$ cat src/rtl/i2c_tgen_pkg.sv
package i2c_tgen_pkg;

    localparam int FLD_W  = 8;
    localparam int WORD_W = 32;
    localparam int CNT_W  = FLD_W + 1;

    typedef enum logic [1:0] {
        OP_START   = 2'd0,
        OP_BIT     = 2'd1,
        OP_STOP    = 2'd2,
        OP_RESTART = 2'd3
    } op_e;

    typedef enum logic [2:0] {
        S_IDLE_HI,
        S_IDLE_LO,
        S_ST_SU,
        S_ST_HD,
        S_LOW,
        S_HIGH,
        S_STOP_SU,
        S_SR_REL
    } seq_e;

    typedef struct packed {
        logic [FLD_W-1:0] div;
        logic [FLD_W-1:0] start_su;
        logic [FLD_W-1:0] start_hd;
        logic [FLD_W-1:0] stop_su;
        logic [FLD_W-1:0] data_su;
        logic [FLD_W-1:0] data_hd;
        logic [FLD_W-1:0] t_low;
        logic [FLD_W-1:0] t_high;
        logic [FLD_W-1:0] sr_rel;
    } timing_t;

    function automatic timing_t unpack_set(
        input logic [WORD_W-1:0] w1,
        input logic [WORD_W-1:0] w2,
        input logic [WORD_W-1:0] w3,
        input logic [FLD_W-1:0]  hd
    );
        timing_t t;
        t.start_su = w1[31:24];
        t.start_hd = w1[23:16];
        t.stop_su  = w1[15:8];
        t.data_su  = w2[31:24];
        t.t_low    = w2[15:8];
        t.t_high   = w2[7:0];
        t.div      = w3[23:16];
        t.sr_rel   = w3[7:0];
        t.data_hd  = hd;
        return t;
    endfunction

    function automatic logic is_released(input seq_e s);
        return (s == S_ST_SU) || (s == S_ST_HD) || (s == S_HIGH) ||
               (s == S_STOP_SU) || (s == S_SR_REL);
    endfunction

endpackage

$ cat src/rtl/i2c_tgen_select.sv
module i2c_tgen_select
    import i2c_tgen_pkg::*;
(
    input  logic              hs_mode,
    input  logic [WORD_W-1:0] fs_word1,
    input  logic [WORD_W-1:0] fs_word2,
    input  logic [WORD_W-1:0] fs_word3,
    input  logic [WORD_W-1:0] hs_word1,
    input  logic [WORD_W-1:0] hs_word2,
    input  logic [WORD_W-1:0] hs_word3,
    input  logic [FLD_W-1:0]  hold_cnt,
    output timing_t           tm
);
    timing_t fs_set;
    timing_t hs_set;

    always_comb begin
        fs_set = unpack_set(fs_word1, fs_word2, fs_word3, hold_cnt);
        hs_set = unpack_set(hs_word1, hs_word2, hs_word3, hold_cnt);
        tm     = hs_mode ? hs_set : fs_set;
    end
endmodule

$ cat src/rtl/i2c_tgen_prescale.sv
module i2c_tgen_prescale
    import i2c_tgen_pkg::*;
(
    input  logic             clk,
    input  logic             rst,
    input  logic             clr_i,
    input  logic [FLD_W-1:0] div_i,
    output logic             tick_o
);
    logic [FLD_W-1:0] pcnt;

    assign tick_o = (pcnt == div_i) && !clr_i;

    always_ff @(posedge clk) begin
        if (rst || clr_i || tick_o) begin
            pcnt <= '0;
        end else begin
            pcnt <= pcnt + 1'b1;
        end
    end

    // a tick is followed by a full prescaler period before the next one
    p_tick_gap_r2: assert property (@(posedge clk) disable iff (rst)
        (tick_o && div_i != '0) |=> !tick_o);
endmodule

$ cat src/rtl/i2c_tgen_seq.sv
module i2c_tgen_seq
    import i2c_tgen_pkg::*;
(
    input  logic    clk,
    input  logic    rst,
    input  logic    go_i,
    input  op_e     op_i,
    input  timing_t tm,
    input  logic    tick_i,
    input  logic    scl_in,
    output logic    presc_clr_o,
    output logic    scl_low_o,
    output logic    busy_o,
    output logic    done_o,
    output logic    chg_o,
    output logic    smp_o,
    output logic    fall_o,
    output logic    rise_o
);
    seq_e             st, nxt;
    op_e              op_q;
    logic [CNT_W-1:0] tcnt;
    logic [CNT_W-1:0] lim;
    logic [CNT_W-1:0] low_min;
    logic             idle, stall, ph_end;

    assign idle        = (st == S_IDLE_HI) || (st == S_IDLE_LO);
    assign stall       = is_released(st) && !scl_in;
    assign presc_clr_o = idle || stall;
    assign low_min     = {1'b0, tm.data_hd} + {1'b0, tm.data_su} + CNT_W'(1);

    always_comb begin
        case (st)
            S_ST_SU:   lim = {1'b0, tm.start_su};
            S_ST_HD:   lim = {1'b0, tm.start_hd};
            S_LOW:     lim = ({1'b0, tm.t_low} >= low_min) ? {1'b0, tm.t_low} : low_min;
            S_HIGH:    lim = {1'b0, tm.t_high};
            S_STOP_SU: lim = {1'b0, tm.stop_su};
            S_SR_REL:  lim = {1'b0, tm.sr_rel};
            default:   lim = '0;
        endcase
    end

    assign ph_end = !idle && tick_i && !stall && (tcnt == lim);

    always_comb begin
        nxt = st;
        case (st)
            S_IDLE_HI, S_IDLE_LO:
                if (go_i) nxt = (op_i == OP_START) ? S_ST_SU : S_LOW;
            S_ST_SU:   if (ph_end) nxt = S_ST_HD;
            S_ST_HD:   if (ph_end) nxt = S_IDLE_LO;
            S_LOW:
                if (ph_end) begin
                    case (op_q)
                        OP_STOP:    nxt = S_STOP_SU;
                        OP_RESTART: nxt = S_SR_REL;
                        default:    nxt = S_HIGH;
                    endcase
                end
            S_HIGH:    if (ph_end) nxt = S_IDLE_LO;
            S_STOP_SU: if (ph_end) nxt = S_IDLE_HI;
            S_SR_REL:  if (ph_end) nxt = S_ST_HD;
            default:   nxt = S_IDLE_HI;
        endcase
    end

    always_ff @(posedge clk) begin
        if (rst) begin
            st   <= S_IDLE_HI;
            op_q <= OP_START;
            tcnt <= '0;
        end else begin
            st <= nxt;
            if (idle && go_i) op_q <= op_i;
            if (idle || ph_end) tcnt <= '0;
            else if (tick_i && !stall) tcnt <= tcnt + 1'b1;
        end
    end

    assign scl_low_o = (st == S_IDLE_LO) || (st == S_LOW);
    assign busy_o    = !idle;
    assign chg_o     = (st == S_LOW) && tick_i && (tcnt == {1'b0, tm.data_hd});
    assign smp_o     = (st == S_HIGH) && tick_i && !stall && (tcnt == '0);
    assign fall_o    = ph_end && ((st == S_ST_SU) || (st == S_SR_REL));
    assign rise_o    = ph_end && (st == S_STOP_SU);
    assign done_o    = ph_end && ((st == S_ST_HD) || (st == S_HIGH) || (st == S_STOP_SU));

    // strobes never overlap
    p_strobe_excl_r4: assert property (@(posedge clk) disable iff (rst)
        $onehot0({chg_o, smp_o, fall_o, rise_o}));
    // a stretched released phase keeps its count and its state
    p_stall_freeze_r8: assert property (@(posedge clk) disable iff (rst)
        (!idle && stall) |=> ($stable(tcnt) && st == $past(st)));
    // done is followed by idle
    p_done_idle_r11: assert property (@(posedge clk) disable iff (rst)
        done_o |=> (busy_o == 1'b0));
    // after the STOP edge SCL stays released
    p_rise_release_r6: assert property (@(posedge clk) disable iff (rst)
        rise_o |=> (!scl_low_o && !busy_o));
    // a request while busy leaves the running operation alone
    p_busy_ignore_r10: assert property (@(posedge clk) disable iff (rst)
        (!idle && go_i) |=> $stable(op_q));
endmodule

$ cat src/rtl/i2c_scl_timer.sv
module i2c_scl_timer
    import i2c_tgen_pkg::*;
(
    input  logic              clk,
    input  logic              rst,
    input  logic              op_go,
    input  logic [1:0]        op_code,
    input  logic              hs_mode,
    input  logic [WORD_W-1:0] fs_word1,
    input  logic [WORD_W-1:0] fs_word2,
    input  logic [WORD_W-1:0] fs_word3,
    input  logic [WORD_W-1:0] hs_word1,
    input  logic [WORD_W-1:0] hs_word2,
    input  logic [WORD_W-1:0] hs_word3,
    input  logic [FLD_W-1:0]  hold_cnt,
    input  logic              scl_in,
    output logic              scl_low,
    output logic              busy,
    output logic              op_done,
    output logic              chg_strb,
    output logic              smp_strb,
    output logic              sda_fall,
    output logic              sda_rise
);
    timing_t tm;
    logic    tick, presc_clr;

    i2c_tgen_select u_sel (
        .hs_mode  (hs_mode),
        .fs_word1 (fs_word1),
        .fs_word2 (fs_word2),
        .fs_word3 (fs_word3),
        .hs_word1 (hs_word1),
        .hs_word2 (hs_word2),
        .hs_word3 (hs_word3),
        .hold_cnt (hold_cnt),
        .tm       (tm)
    );

    i2c_tgen_prescale u_pre (
        .clk    (clk),
        .rst    (rst),
        .clr_i  (presc_clr),
        .div_i  (tm.div),
        .tick_o (tick)
    );

    i2c_tgen_seq u_seq (
        .clk         (clk),
        .rst         (rst),
        .go_i        (op_go),
        .op_i        (op_e'(op_code)),
        .tm          (tm),
        .tick_i      (tick),
        .scl_in      (scl_in),
        .presc_clr_o (presc_clr),
        .scl_low_o   (scl_low),
        .busy_o      (busy),
        .done_o      (op_done),
        .chg_o       (chg_strb),
        .smp_o       (smp_strb),
        .fall_o      (sda_fall),
        .rise_o      (sda_rise)
    );
endmodule

$ cat config.mk
export PLATFORM = sky130hd
export DESIGN_NAME = i2c_scl_timer
export DESIGN_NICKNAME = d
export VERILOG_FILES = /design/src/rtl/i2c_tgen_pkg.sv /design/src/rtl/i2c_tgen_select.sv /design/src/rtl/i2c_tgen_prescale.sv /design/src/rtl/i2c_tgen_seq.sv /design/src/rtl/i2c_scl_timer.sv
export SDC_FILE = /design/constraint.sdc
export NUM_CORES = 1
export LEC_CHECK = 0
export BUFFER_PORTS_ARGS = -buffer_cell sky130_fd_sc_hd__buf_2
export CORE_ASPECT_RATIO = 0.75
export CORE_UTILIZATION = 37
export CTS_BUF_LIST = sky130_fd_sc_hd__clkbuf_16
export CTS_CLUSTER_DIAMETER = 30
export DETAILED_ROUTE_END_ITERATION = 16
export PLACE_DENSITY = 0.69
export SYNTH_ARGS = -nofsm -noshare
export SYNTH_HDL_FRONTEND = slang
export SYNTH_SLANG_ARGS = --single-unit
$ cat constraint.sdc
create_clock -name clk -period 13.9 [get_ports clk]
set_clock_uncertainty 0.1 [all_clocks]
set_input_delay 0.695 -clock clk [delete_from_list [all_inputs] [get_ports clk]]
set_output_delay 0.695 -clock clk [all_outputs]
set_load 0.1 [all_outputs]
# == After elaboration in Yosys (flattened, before gate mapping) ==
# Cells that the tools add are included.
# word_totals
out_inout_bits,7
in_bits,207
elab_cells,77
register_bits,22
# op_classes
n_mux,11
magnitude_cmp,1
eq_ne,17
n_reduce_logical,40
add_sub_neg,4
# op_table
operator,count
two-way mux 72 bit,1
one-hot mux 9 bit (6 select lines),1
adder 9 x 1 -> 9 bit (second input constant),2
two-way mux 3 bit,6
logical AND 1 bit,15
one-hot mux 3 bit (5 select lines),1
logical OR 1 bit,13
== test 3 bit (second input constant),4
adder 8 x 8 -> 9 bit,1
== test 9 x 8 -> 1 bit,1
== test 9 bit,1
>= comparator 8 x 9 -> 1 bit,1
logical NOT 9 bit,1
two-way mux 9 bit,1
adder 8 x 1 -> 8 bit (second input constant),1
== test 8 bit,1
!= test 2 x 1 -> 1 bit (second input constant),4
OR reduction 2 bit,4
== test 3 x 2 -> 1 bit (second input constant),2
AND reduction 5 bit,1
== test 2 bit (second input constant),2
logical NOT 1 bit,4
one-hot mux 2 bit (2 select lines),1
== test 3 x 1 -> 1 bit (second input constant),1
3 further kinds,3

# == Logic depth before layout (Yosys ltp) ==
# Gate-level depths: netlist of the first run.
# depth
depth_word,14
mapped_depth,22
mapped_depth_nobuf,17

# == Modules after synthesis ==
# Synthesis of the first run repeated with hierarchy kept, for this count alone.
# hier_totals
hier_cells,434
area_unflattened_um2,3903.7
# by_module_without_submodules
module,cells_per_inst,area_each_um2,n_inst
i2c_tgen_seq,307,2289.7,1
i2c_tgen_select,79,1137.3,1
i2c_tgen_prescale,48,476.7,1

# == Least setup slack after synthesis of the first run ==
# Ideal clock, no wire load.
# synth_path
path_type,input -> output
from,in hs_mode
to,out op_done
stages,20
t_arrival_ns,7.084
path_buffers,4
path_slack_ns,6.021
required_time_ns,13.105
cell_sequence,buf_6 buf_4 buf_2 buf_2 mux2_2 ha_1 o21ai_0 a21oi_1 or4_1 o311a_1 ha_1 nand3_1 or2_1 o21bai_1 nand2_2 a211oi_2 xnor2_1 nor4_1 and3_1 a21boi_0
# synth_between
elab_chain_cells,9
word_cells_on_any_way,13
cone_classes,2 x add/sub; 1 x order compare; 2 x eq/ne; 3 x mux; 5 x reduce/logical
# synth_rtl
item,line,text
start: declaration,i2c_scl_timer.sv:8,"input logic hs_mode,"
two-way mux 72 bit (*),i2c_tgen_select.sv:20,tm = hs_mode ? hs_set : fs_set;
adder 8 x 8 -> 9 bit,i2c_tgen_seq.sv:30,"assign low_min = {1'b0, tm.data_hd} + {1'b0, tm.data_su} + CNT_W'(1);"
adder 9 x 1 -> 9 bit,i2c_tgen_seq.sv:30,
>= comparator 8 x 9 -> 1 bit,i2c_tgen_seq.sv:36,"S_LOW: lim = ({1'b0, tm.t_low} >= low_min) ? {1'b0, tm.t_low} : low_min;"
two-way mux 9 bit,i2c_tgen_seq.sv:36,
one-hot mux 9 bit (6 select lines),i2c_tgen_seq.sv:33,case (st)
== test 9 bit,i2c_tgen_seq.sv:44,assign ph_end = !idle && tick_i && !stall && (tcnt == lim);
logical AND 1 bit (*),i2c_tgen_seq.sv:44,
logical AND 1 bit (*),i2c_tgen_seq.sv:87,assign done_o = ph_end && ((st == S_ST_HD) || (st == S_HIGH) || (st == S_STOP_SU));
end: declaration,i2c_scl_timer.sv:19,"output logic op_done,"
# Every way passes the cells marked *; elsewhere a longest branch is shown, timed or not.

# == Final worst setup path of the first run ==
# Ends and elaborated chain as after synthesis.

==> key figures, run 1 <==
Critical path
  • Worst path slowest cell: buf_4
  • Critical path's largest stage delay: 0.65 ns
  • Critical Path RT: 13.11 ns
  • Worst Path Buf+Inv: 4
  • WP data arrival: 6.76 ns
  • Crit path kind: in -> out
  • Worst Path Max Fanout: 60
  • CP cell instances: buf_2 -> buf_4 -> mux2i_1 -> ha_1 -> inv_1 -> fa_1 -> a211oi_2 -> nor2_1 -> a211oi_1 -> ha_1 -> nand3_1 -> or2_1 -> o21bai_1 -> nand2_2 -> a211oi_1 -> xnor2_1 -> nor4_1 -> and3_1 -> a21boi_0 -> buf_2
  • Worst Setup Start Kind: input port
  • CP Capture Type: output port
  • Top delay family on crit path: compound AO/OA/AOI/OAI gates

Run status
  • Status: completed

Synthesis
  • Mapped cell area: 3260 sq um
  • Fraction of registers with async set/reset: 0%
  • Syn avg cell area: 7.92 sq um
  • Syn nets: 639
  • Synth area leader: dfxtp_1
  • Sequential-to-total area share from yosys stat: 13.5%
  • Cells after synthesis: 412
  • Largest cells by area after synthesis: dfxtp_1, mux2i_1, ha_1
  • Top cell type's share of synthesized area: 13.5%
  • Ys flop type: dfxtp_1
  • Yosys warns: 0
  • Top cells by count, synth: mux2i_1, nor2_1, xor2_1
  • Seq cells post-synth: 22
  • Yosys cell types: 67
  • Number of synthesized flops with an enable pin: 0

Timing
  • Tmin final: 7.56 ns
  • Slew HR: 43.7%
  • Setup TNS: 0 ns
  • Slew Viols, Final: 0
  • Final hold violations: 0
  • Final worst slack: 6.34 ns
  • Hold_ws: 0.371 ns
  • Fin crit share: 54.4%
  • F_max: 132 MHz
  • Final setup fails: 0
  • Slew @ Worst Pin: 0.845 ns
  • RSZ-0062 raised after global routing: no

Die
  • Die Footprint: 9200 sq um
  • Die Wd: 110 microns
  • IO Pins: 214
  • Initial Utilization: 38.4%
  • Die Y: 83.3 microns
  • Row cnt: 29
  • Core Footprint: 8490 sq um

CTS
  • Cts hold-fix bufs: 0
  • CTS tree: yes
  • CTS Buf Count: 3
  • CTS Root Cell: clkbuf_16
  • Latest clock arrival within the worst-skew pair: 0.26 ns
  • CTS Buffer Depth: 2
  • Post_cts resized: 0
  • # Post-CTS Setup Buffers: 0
  • Worst-path clk slew: 0.06 ns
  • H-Tree Depth: 1
  • CTS sink count: 22

Placement
  • Gpl congestion: 0.922
  • Number of port buffers: 149
  • Placed inst area: 4020 sq um
  • DP HPWL: 8710 microns
  • Pre-CTS setup slack: 6.43 ns

Pwr
  • Pwr Density: 85.3 nW/um^2
  • Max rail drop VDD: 0.0436 mV
  • Leak: 1.88 nW

Routing
  • Number of detailed-route iterations in the first pass: 5
  • DR vias: 3694
  • Wirelength, routed: 10700 microns
  • Routed Antenna Nets: 0
  • DRC: 0
  • First DRT Iteration DRCs: 239
  • Avg WL per Cell: 16.5 microns
  • Avg Vias per Cell: 5.68

Layout
  • Design Area, Final: 4100 sq um
  • # nets final: 770
  • Area Overhead vs Synth: 25.7%
  • Share of layout cells above drive strength 1: 33.6%
  • Number of diodes: 0
  • Fillcell total: 852

Global route
  • Gr ovfl total: 0
  • Number of global-route vias before repair: 3472
  • Initial antenna violation count: 1
  • GRT Util Overall: 22.7%
  • Largest net degree at the start of global routing: 61
  • First-pass GRT wire length: 17100 microns

Job
  • Max-Cap Viols: 0

Hold path
  • Hold Path Class: reg -> reg
## metal layers
metal	GRT usage [%]	vias to the layer above	routed length, microns
li1	-	1810	-
met1	29.1	1712	4540
met2	39.2	158	5130
met3	4.09	12	891
met4	5.58	2	127
met5	0	-	13
## kinds of logic after synthesis
family	synth area share, %
AOI/OAI and AO/OA	19.5
muxes	18.3
xor gates and xnor gates	11.3
adders and majority gates	7.90
buffers and inverters	6.59
and+or+nand+nor	23.0
DFF	13.5
## through the flow
step                      instances  util (%)  power (mW)
after floorplan                 412         -       0.232
after global placement          646      47.4       0.282
after CTS                       650      48.3       0.349
final                           650      48.3       0.350
after global routing            650      48.3       0.373
after detailed placement        646      47.4       0.287
## cells in the final DEF, fill, tap and decap left out, types with 4 or more instances in the layout
cell	instances
nor2_1	36
mux2i_1	36
xor2_1	24
a211oi_1	6
o22ai_1	9
ha_1	19
xnor2_1	18
o21ai_0	10
nand4_1	6
nor3_1	14
nand3b_1	4
a221oi_1	4
nor2b_1	4
and3_1	5
a31oi_1	5
nand3_1	14
dfxtp_1	22
mux2_2	15
buf_2	149
nor4_1	14
nand2b_1	4
nand2_1	16
inv_1	23
a21oi_1	17
## flip-flops by register name, summed over array words and instances, names as in the netlist
signal	flops
u_pre.pcnt	8
u_seq.st	3
u_seq.op_q	2
u_seq.tcnt	9
## final timing paths
path	slack, ns	endpoint	cells past startpoint	from
max	6.34	op_done	20	hs_mode
min	0.37	u_pre.pcnt[0]	1	u_pre.pcnt[0]
max reg2reg	10.32	u_seq.tcnt[5]	9	u_seq.st[1]
min reg2reg	0.37	u_pre.pcnt[0]	1	u_pre.pcnt[0]
## report_power, final
part / switching [mW] / internal [mW] / total [mW]
registers: 0.0121 / 0.0667 / 0.0788
clock network: 0.0226 / 0.0384 / 0.0610
logic: 0.127 / 0.0828 / 0.210
## final cells by class
cell class / instances / area, sq um / area share (%)
inverter: 23 / 86.3 / 2.10
clock inverter: 1 / 3.75 / 0.0915
tap: 108 / 135 / 3.29
sequential: 22 / 440 / 10.7
clock buffer: 3 / 75.1 / 1.83
multi-input combinational: 343 / 2610 / 63.6
timing repair buffer: 150 / 753 / 18.4
Power figures use the tool's default switching activity.
==> run 2: changes to the inputs <==
--- a/config.mk
+++ b/config.mk
@@ -11,7 +11,7 @@
 export CTS_BUF_LIST = sky130_fd_sc_hd__clkbuf_16
 export CTS_CLUSTER_DIAMETER = 30
 export DETAILED_ROUTE_END_ITERATION = 16
-export PLACE_DENSITY = 0.69
+export PLACE_DENSITY = 0.72
 export SYNTH_ARGS = -nofsm -noshare
 export SYNTH_HDL_FRONTEND = slang
 export SYNTH_SLANG_ARGS = --single-unit
==> constraint.sdc (replaced) <==
create_clock -name clk -period 6.5 [get_ports clk]
set_clock_uncertainty 0.1 [all_clocks]
set_input_delay 0.325 -clock clk [delete_from_list [all_inputs] [get_ports clk]]
set_output_delay 0.325 -clock clk [all_outputs]
set_load 0.1 [all_outputs]
==> key figures, run 2 (synthesized netlist as in run 1, its figures left out) <==
CTS
  • # Post-CTS Setup Buffers: 0
  • CTS Root Cell: clkbuf_16
  • CTS Buf Count: 3
  • CTS Buffer Depth: 2
  • Worst-path clk slew: 0.06 ns
  • Cts hold-fix bufs: 0
  • CTS tree: yes
  • Latest clock arrival within the worst-skew pair: 0.25 ns
  • Post_cts resized: 0
  • CTS sink count: 22
  • H-Tree Depth: 1

Timing
  • F_max: 172 MHz
  • Final hold violations: 0
  • Tmin final: 5.81 ns
  • Slew Viols, Final: 0
  • RSZ-0062 raised after global routing: no
  • Setup TNS: 0 ns
  • Slew @ Worst Pin: 0.806 ns
  • Final setup fails: 0
  • Fin crit share: 89.4%
  • Slew HR: 46.0%

Critical path
  • Crit path kind: in -> out
  • R2R Path Start: u_seq.st[1]
  • Worst Setup Start Kind: input port
  • Worst r2r path cells: 10
  • Worst Path Max Fanout: 11
  • Critical Path RT: 6.07 ns
  • Crit Reg-Reg Endpoint: u_seq.tcnt[7]
  • WP data arrival: 5.39 ns
  • CP Capture Type: output port
  • R2R setup slack: 3.01 ns

Job
  • Max-Cap Viols: 0

Die
  • Row cnt: 29
  • Core Footprint: 8490 sq um
  • Initial Utilization: 38.4%
  • Die Y: 83.3 microns
  • IO Pins: 214
  • Die Wd: 110 microns
  • Die Footprint: 9200 sq um

Routing
  • Avg WL per Cell: 16.6 microns
  • Avg Vias per Cell: 5.64
  • DR vias: 3680
  • Routed Antenna Nets: 0
  • Wirelength, routed: 10800 microns
  • First DRT Iteration DRCs: 267
  • Number of detailed-route iterations in the first pass: 5
  • DRC: 0

Hold path
  • Hold Path Class: in -> reg
  • Worst Hold Path Cells: 3
  • Hold path endpoint: u_seq.op_q[0]
  • Min-delay src: op_code[0]

Global route
  • Initial antenna violation count: 0
  • Largest net degree at the start of global routing: 28
  • First-pass GRT wire length: 17400 microns
  • Number of global-route vias before repair: 3484
  • Gr ovfl total: 0
  • GRT Util Overall: 23.0%

Layout
  • Commonest non-fill, non-tap cell in the layout: buf_2
  • Biggest regs: u_seq.tcnt: 9 flops, u_pre.pcnt: 8 flops, u_seq.st: 3 flops
  • Share of layout cells above drive strength 1: 33.8%
  • Design Area, Final: 4160 sq um
  • Most flops, register: u_seq.tcnt
  • Final Util: 49.0%
  • # nets final: 772
  • Number of flip-flops under the largest register name: 9
  • Number of diodes: 0
  • Most frequent cells in the layout: buf_2, mux2i_1, nor2_1
  • Area Overhead vs Synth: 27.5%

Run status
  • Status: completed

Placement
  • Placed inst area: 4080 sq um
  • DP HPWL: 9020 microns
  • Number of port buffers: 149
  • Gpl congestion: 0.918

Pwr
  • Leak: 1.89 nW
  • Pwr Density: 180 nW/um^2
  • Max rail drop VDD: 0.0945 mV
run 2: cell types whose count changed in the layout (fill, tap and decap cells not counted):
cell	previous run	this run
buf_12	0	3
buf_2	149	146
buf_4	1	3
a21boi_0	1	0
a21boi_1	0	1
run 2: per-layer routing:
metal	part of all wire, %	global-route usage, %	vias to the layer above	wire length [microns]
met4	2.3	6.91	0	248
met2	47	37.5	144	5070
li1	-	-	1819	-
met3	6.2	3.50	14	674
met1	45	31.3	1703	4810
met5	0	0	-	0
run 2: how the worst max path moves through the flow:
stage	from	to
floorplan	hs_mode	op_done
global placement	hs_mode	sda_fall
detailed placement	hs_mode	sda_fall
CTS	hs_mode	sda_fall
global route	hs_mode	sda_fall
finish	hs_mode	sda_fall
run 2: cell type report:
type / instances / area [sq um]
Multi-Input combinational cell: 343 / 2610
Fill cell: 825 / 4330
Timing Repair Buffer: 152 / 813
Tap cell: 108 / 135
Inverter: 23 / 86.3
Clock buffer: 3 / 75.1
Sequential cell: 22 / 440
Clock inverter: 1 / 3.75
run 2: worst max-delay path: stages:
cell,delay [ns]
buf_2,0.27
mux2i_1,0.25
ha_1,0.18
inv_1,0.05
fa_1,0.41
a211oi_2,0.34
nor2_1,0.09
a211oi_1,0.36
ha_1,0.21
nand3_1,0.10
or2_1,0.26
o21bai_1,0.44
nand2_2,0.23
a211oi_1,0.44
xnor2_1,0.15
nor4_1,0.34
and3_1,0.24
buf_4,0.19
and3_1,0.28
buf_12,0.20
run 2: report_power, final:
part	internal, mW	switching [mW]
Clock	0.0819	0.0456
Combinational	0.177	0.276
Sequential	0.143	0.0260
run 2: through the flow:
stage	setup WS [ns]	instances	power [mW]	hold WS (ns)
after floorplan	0.0904	412	0.496	0.336
after global placement	0.774	648	0.608	0.366
after detailed placement	0.759	648	0.618	0.367
after CTS	0.751	652	0.748	0.233
after global routing	0.410	652	0.806	0.247
final	0.688	652	0.750	0.238
